File: config.mk
export PLATFORM = sky130hd
export DESIGN_NAME = smpq_pair
export DESIGN_NICKNAME = d
export VERILOG_FILES = /design/src/rtl/smpq_pkg.sv /design/src/rtl/smpq_fifo.sv /design/src/rtl/smpq_irq.sv /design/src/rtl/smpq_pair.sv
export SDC_FILE = /design/constraint.sdc
export NUM_CORES = 2
export LEC_CHECK = 0
export ABC_AREA = 1
export BUFFER_PORTS_ARGS = -buffer_cell sky130_fd_sc_hd__buf_4
export CORE_MARGIN = 4
export CORE_UTILIZATION = 59
export DETAILED_ROUTE_END_ITERATION = 7
export PLACE_DENSITY = 0.75
export REMOVE_ABC_BUFFERS = 1
export SETUP_SLACK_MARGIN = 0.02
export SYNTH_ARGS = -nofsm -noshare
export SYNTH_HDL_FRONTEND = slang
export SYNTH_SLANG_ARGS = --single-unit
export TNS_END_PERCENT = 100
File: constraint.sdc
create_clock -name clk -period 7.5 [get_ports clk]
set_input_delay 0.75 -clock clk [delete_from_list [all_inputs] [get_ports clk]]
set_output_delay 0.75 -clock clk [all_outputs]
set_load 0.03 [all_outputs]
File: src/rtl/smpq_pkg.sv
package smpq_pkg;
  localparam int NQ      = 2;
  localparam int NUM_EVT = 9;

  // fixed status bit positions
  localparam int EV_MISS  = 0;
  localparam int EV_DONE  = 1;
  localparam int EV_RANGE = 8;

  localparam int OFS_STAT = 'h28;
  localparam int OFS_EN   = 'h2C;

  function automatic int evt_thr(int q);
    return 2 + 3 * q;
  endfunction

  function automatic int evt_ovf(int q);
    return 3 + 3 * q;
  endfunction

  function automatic int evt_unf(int q);
    return 4 + 3 * q;
  endfunction

  function automatic int cnt_ofs(int q);
    return (q == 0) ? 'hE4 : 'hF0;
  endfunction

  function automatic int thr_ofs(int q);
    return cnt_ofs(q) + 4;
  endfunction

  function automatic int data_ofs(int q);
    return (q == 0) ? 'h100 : 'h200;
  endfunction

  // upward crossing of a fill level
  function automatic logic crossed(int unsigned prev, int unsigned nxt, int unsigned lvl);
    return (prev < lvl) && (nxt >= lvl);
  endfunction
endpackage

File: src/rtl/smpq_fifo.sv
module smpq_fifo #(
  parameter int DATA_W = 12,
  parameter int DEPTH  = 64,
  parameter int CNT_W  = $clog2(DEPTH + 1)
) (
  input  logic              clk,
  input  logic              rst_n,
  input  logic              push_i,
  input  logic [DATA_W-1:0] data_i,
  input  logic              pop_i,
  input  logic [CNT_W-1:0]  thr_i,
  output logic [DATA_W-1:0] head_o,
  output logic [CNT_W-1:0]  count_o,
  output logic              thr_evt_o,
  output logic              ovf_evt_o,
  output logic              unf_evt_o
);
  import smpq_pkg::*;

  localparam int PTR_W = (DEPTH > 1) ? $clog2(DEPTH) : 1;

  logic [DATA_W-1:0] mem [DEPTH];
  logic [PTR_W-1:0]  wr_ptr, rd_ptr;
  logic [CNT_W-1:0]  cnt_nxt;
  logic              full, empty, push_ok, pop_ok;

  assign full    = (count_o == CNT_W'(DEPTH));
  assign empty   = (count_o == '0);
  assign push_ok = push_i && !full;
  assign pop_ok  = pop_i && !empty;

  assign ovf_evt_o = push_i && full;
  assign unf_evt_o = pop_i && empty;

  always_comb begin
    cnt_nxt   = count_o + CNT_W'(push_ok) - CNT_W'(pop_ok);
    thr_evt_o = crossed(int'(count_o), int'(cnt_nxt), int'(thr_i));
  end

  function automatic logic [PTR_W-1:0] bump(logic [PTR_W-1:0] p);
    return (p == PTR_W'(DEPTH - 1)) ? '0 : p + 1'b1;
  endfunction

  always_ff @(posedge clk or negedge rst_n) begin
    if (!rst_n) begin
      wr_ptr  <= '0;
      rd_ptr  <= '0;
      count_o <= '0;
    end else begin
      if (push_ok) wr_ptr <= bump(wr_ptr);
      if (pop_ok)  rd_ptr <= bump(rd_ptr);
      count_o <= cnt_nxt;
    end
  end

  always_ff @(posedge clk) begin
    if (push_ok) mem[wr_ptr] <= data_i;
  end

  assign head_o = empty ? '0 : mem[rd_ptr];


  count_bound_chk: assert property (@(posedge clk) disable iff (!rst_n)
    count_o <= CNT_W'(DEPTH));


  ovf_keeps_count_chk: assert property (@(posedge clk) disable iff (!rst_n)
    (ovf_evt_o && !pop_i) |=> (count_o == CNT_W'(DEPTH)));


  unf_keeps_empty_chk: assert property (@(posedge clk) disable iff (!rst_n)
    (unf_evt_o && !push_i) |=> (count_o == '0));


  count_step_chk: assert property (@(posedge clk) disable iff (!rst_n)
    1'b1 |=> ((count_o == $past(count_o)) || (count_o == $past(count_o) + 1'b1) ||
              (count_o + 1'b1 == $past(count_o))));
endmodule

File: src/rtl/smpq_irq.sv
module smpq_irq #(
  parameter int NUM_EVT = 9
) (
  input  logic               clk,
  input  logic               rst_n,
  input  logic [NUM_EVT-1:0] evt_i,
  input  logic [NUM_EVT-1:0] clr_i,
  input  logic               en_wr_i,
  input  logic [NUM_EVT-1:0] en_wdata_i,
  output logic [NUM_EVT-1:0] status_o,
  output logic [NUM_EVT-1:0] enable_o,
  output logic               irq_o
);
  always_ff @(posedge clk or negedge rst_n) begin
    if (!rst_n) begin
      status_o <= '0;
      enable_o <= '0;
      irq_o    <= 1'b0;
    end else begin
      status_o <= (status_o & ~clr_i) | evt_i;
      if (en_wr_i) enable_o <= en_wdata_i;
      irq_o <= |(status_o & enable_o);
    end
  end


  sticky_chk: assert property (@(posedge clk) disable iff (!rst_n)
    1'b1 |=> ((($past(status_o) & ~$past(clr_i)) & ~status_o) == '0));


  evt_wins_chk: assert property (@(posedge clk) disable iff (!rst_n)
    (|evt_i) |=> ((status_o & $past(evt_i)) == $past(evt_i)));


  irq_cause_chk: assert property (@(posedge clk) disable iff (!rst_n)
    $rose(irq_o) |-> ($past(status_o & enable_o) != '0));
endmodule

File: src/rtl/smpq_pair.sv
module smpq_pair #(
  parameter int DATA_W  = 12,
  parameter int DEPTH   = 64,
  parameter int ADDR_W  = 10,
  parameter int BUS_W   = 32,
  parameter int THR_RST = 40
) (
  input  logic              clk,
  input  logic              rst_n,
  input  logic              push_valid,
  input  logic              push_sel,
  input  logic [DATA_W-1:0] push_data,
  input  logic              seq_done,
  input  logic              seq_miss,
  input  logic              range_evt,
  input  logic              reg_wr,
  input  logic              reg_rd,
  input  logic [ADDR_W-1:0] reg_addr,
  input  logic [BUS_W-1:0]  reg_wdata,
  output logic [BUS_W-1:0]  reg_rdata,
  output logic              irq
);
  import smpq_pkg::*;

  localparam int CNT_W = $clog2(DEPTH + 1);

  logic [DATA_W-1:0]  head_w  [NQ];
  logic [CNT_W-1:0]   cnt_w   [NQ];
  logic [CNT_W-1:0]   thr_q   [NQ];
  logic [NQ-1:0]      thr_evt, ovf_evt, unf_evt, push_q, pop_q;
  logic [NUM_EVT-1:0] evt_w, clr_w, status_w, enable_w;
  logic               hit_stat, hit_en;
  logic               wdata_unused;

  assign wdata_unused = ^reg_wdata;
  assign hit_stat = (reg_addr == ADDR_W'(OFS_STAT));
  assign hit_en   = (reg_addr == ADDR_W'(OFS_EN));

  for (genvar q = 0; q < NQ; q++) begin : g_q
    assign push_q[q] = push_valid && (push_sel == 1'(q));
    assign pop_q[q]  = reg_rd && (reg_addr == ADDR_W'(data_ofs(q)));

    always_ff @(posedge clk or negedge rst_n) begin
      if (!rst_n) thr_q[q] <= CNT_W'(THR_RST);
      else if (reg_wr && reg_addr == ADDR_W'(thr_ofs(q))) thr_q[q] <= reg_wdata[CNT_W-1:0];
    end

    smpq_fifo #(.DATA_W(DATA_W), .DEPTH(DEPTH), .CNT_W(CNT_W)) u_fifo (
      .clk      (clk),
      .rst_n    (rst_n),
      .push_i   (push_q[q]),
      .data_i   (push_data),
      .pop_i    (pop_q[q]),
      .thr_i    (thr_q[q]),
      .head_o   (head_w[q]),
      .count_o  (cnt_w[q]),
      .thr_evt_o(thr_evt[q]),
      .ovf_evt_o(ovf_evt[q]),
      .unf_evt_o(unf_evt[q])
    );
  end

  always_comb begin
    evt_w           = '0;
    evt_w[EV_MISS]  = seq_miss;
    evt_w[EV_DONE]  = seq_done;
    evt_w[EV_RANGE] = range_evt;
    for (int q = 0; q < NQ; q++) begin
      evt_w[evt_thr(q)] = thr_evt[q];
      evt_w[evt_ovf(q)] = ovf_evt[q];
      evt_w[evt_unf(q)] = unf_evt[q];
    end
  end

  assign clr_w = (reg_wr && hit_stat) ? reg_wdata[NUM_EVT-1:0] : '0;

  smpq_irq #(.NUM_EVT(NUM_EVT)) u_irq (
    .clk       (clk),
    .rst_n     (rst_n),
    .evt_i     (evt_w),
    .clr_i     (clr_w),
    .en_wr_i   (reg_wr && hit_en),
    .en_wdata_i(reg_wdata[NUM_EVT-1:0]),
    .status_o  (status_w),
    .enable_o  (enable_w),
    .irq_o     (irq)
  );

  always_comb begin
    reg_rdata = '0;
    if (hit_stat) reg_rdata = BUS_W'(status_w);
    if (hit_en)   reg_rdata = BUS_W'(enable_w);
    for (int q = 0; q < NQ; q++) begin
      if (reg_addr == ADDR_W'(cnt_ofs(q)))  reg_rdata = BUS_W'(cnt_w[q]);
      if (reg_addr == ADDR_W'(thr_ofs(q)))  reg_rdata = BUS_W'(thr_q[q]);
      if (reg_addr == ADDR_W'(data_ofs(q))) reg_rdata = BUS_W'(head_w[q]);
    end
  end


  done_sets_chk: assert property (@(posedge clk) disable iff (!rst_n)
    seq_done |=> status_w[EV_DONE]);


  route_excl_chk: assert property (@(posedge clk) disable iff (!rst_n)
    $onehot0(push_q));
endmodule

==> metrics.cfg <==
[placed_design]
port_buffers=52
post-place-cells=7091
gp_routability_congestion=0.903
hpwl_um=95100

[worst_hold_path]
hold_class=primary input to flop

[power_and_ir_drop]
power.density_nw_per_um2=267
vdd_drop_max_uv=225
leakagePower_nw=26.1

[clock_network]
cts_setup_buffers=0
root_buffer=clkbuf_16
cts_resized=0
cts_max_level=4
clkTransAtPathRegs_ps=60
cts_tree=built
clockBufferDepth=3
hold_buffers=1
cts_buffers=158
clkLatencyLatePin_ps=760
clkSinkCount=1607

[floorplan]
chipHeight_um=345
core.rowCount=123
initial_core_util=0.595
die_w_um=345
core_area_um2=113000
ioPinCount=96
dieArea_um2=119000

[route]
vias=44526
vias_per_cell=6.03
dr.pass1.iters=6
drc_errors=0
wl_per_cell_um=22.8
drt-initial-drc-count=5510
routed_wl_um=169000
drtAntennaViolNets=0

[setup_path]
critPathLaunchType=flop
cpMaxStageDelayCell=dfrtp_4
cp_cell_sequence=buf_4, buf_12, nand2_1, nand2_1, nand2_1, nand3_1, nand3_1, nand2_1, nand2_1, nand2_1, inv_1, nand2_1, nand2_1, nand3_1, nand2_1, nand2_1, buf_4
arrival_ps=5020
cp_common_cell=nand2_1
crit_type=flop to primary output
worst_path_largest_cell_delay_ps=730
worstPathRequired_ps=6750
path_max_fanout=194
endpoint_kind=primary output

[sta]
hold_violations=0
finalSetupViolations=0
drv_slew=0
worst_pin_slew_ps=1340
finClkSkew_ps=29.3
rsz0062_at_grt=false
min_period_ps=5770
clock.fmax_mhz=173
slew_headroom=0.107
post-route-period-util=0.769
tns_ps=0

[grt]
grt_pass1_vias=42541
grt_first_pass_wirelength_um=252000
overflow=0
grt_max_degree=195
antenna_found_initial=0
grt_usage=0.281

[final_layout]
fin_util=0.654
stdcell_count=7378
final_net_count=5865
layout-drive-gt1-share=0.0723
area_growth_pct=9.92

[synthesis]
synth_area_per_cell_um2=11.6
synth_cell_type_count=48
synth_top_area_frac=0.689
synthTopCellsByCount=1536 x edfxtp_1, 950 x nor2_1, 913 x nand2_1, 648 x o21ai_0, 409 x nand3_1
synth_area_leaders=edfxtp_1 69%, nor2_1 5.3%, nand2_1 5.1%
netlist_area_um2=67000
synthArstFlopShare=0.0442
yosysWarningCount=0
synth_top_area_cell=edfxtp_1
ys_ff_latch=1607
synth_edf_count=1536
synth_ff_type=edfxtp_1
yosysMostFrequentCell=edfxtp_1
syn_inst=5751
ys_seq_area_frac=0.715

[run_status]
status=finished clean

[run]
drv_cap=0

## path summary, 6_finish.rpt
path                                          start                        to  slack [ps]  cells past startpoint
min in group asynchronous                     rst_n         u_irq.status_o[1]         410                      2
max in group asynchronous                     rst_n   g_q[1].u_fifo.rd_ptr[1]        5850                      3
setup / recovery            g_q[0].u_fifo.rd_ptr[0]              reg_rdata[4]        1730                     17
hold / removal                            range_evt         u_irq.status_o[8]         180                      3
hold reg to reg                   u_irq.enable_o[0]         u_irq.enable_o[0]         490                      2
setup reg to reg           g_q[1].u_fifo.count_o[2]  g_q[1].u_fifo.mem[11][9]        3220                      9
## worst max-delay path, delay by kind of cell (launching register included)
| family | cells | cell delay (ps) |
|---|---|---|
| buf+inv | 4 | 1360 |
| flops | 1 | 730 |
| simple gates | 13 | 1770 |
## stage by stage
step	area (um^2)	hold WS [ps]	setup WS, ps	total power [mW]
floorplan	65300	453	-6910	11.4
global placement	68600	468	2760	12.0
detailed placement	68600	480	2680	12.1
CTS	73600	145	1960	19.7
global route	73600	175	1720	20.3
finish	73600	183	1730	19.7
## flip-flops by register name, summed over array words and instances, names as in the netlist
name / flops
g_q.u_fifo.wr_ptr: 12
g_q.u_fifo.rd_ptr: 12
u_irq.irq_o: 1
g_q.u_fifo.count_o: 14
u_irq.enable_o: 9
thr_q: 14
g_q.u_fifo.mem: 1536
u_irq.status_o: 9
## cell usage in the layout, fill, tap and decap left out, drive strengths merged, types with 2 or more instances in the layout
master       n
xnor2        2
o2111ai      5
inv        354
conb        20
dfstp        4
bufinv      13
a21o         2
o221ai      14
buf        168
nor3b        2
clkinvlp     3
fa           2
a32o         2
nand3      409
nor3        16
and2         2
ha          48
o21ai      681
diode        2
nand4       25
or2         10
clkinv      67
o31ai        2
o211ai     124
a21oi       69
a221oi       2
nand2      914
clkbuf     200
dfrtp       67
edfxtp    1536
o22ai      133
nor2       952
xor2        16
o21bai       2
## report_power, final
group          internal [mW]  switching (mW)  leakage (nW)  total (mW)
sequential              10.1           0.124          14.6        10.2
combinational          0.517            1.21          8.98        1.73
clock                   4.48            3.27          2.47        7.75
## logic make-up after synthesis
family | share of synthesized area
AOI/OAI and AO/OA | 0.0868
adders and majority gates | 0.00956
other | 0.0000560
and+or+nand+nor | 0.141
xor gates and xnor gates | 0.00235
DFF | 0.715
buffers and inverters | 0.0456
## per-layer routing
metal  vias up  global-route usage  wire length [um]
li1      20198                   -                 -
met1     21455               0.382             64900
met2      2422               0.450             79800
met3       451              0.0516             16500
met4         0               0.122              7310
met5         -                   0                 0
## cell type report
| class | instances | area [um^2] |
|---|---|---|
| timing repair buffer | 169 | 1310 |
| inverter | 353 | 1340 |
| tap | 1500 | 1880 |
| antenna | 2 | 5.00 |
| fill | 8102 | 39000 |
| clock inverter | 84 | 761 |
| sequential | 1607 | 47900 |
| clock buffer | 200 | 4280 |
| multi-input combinational | 3463 | 16100 |
No activity file was read; power rests on OpenSTA's default activity.
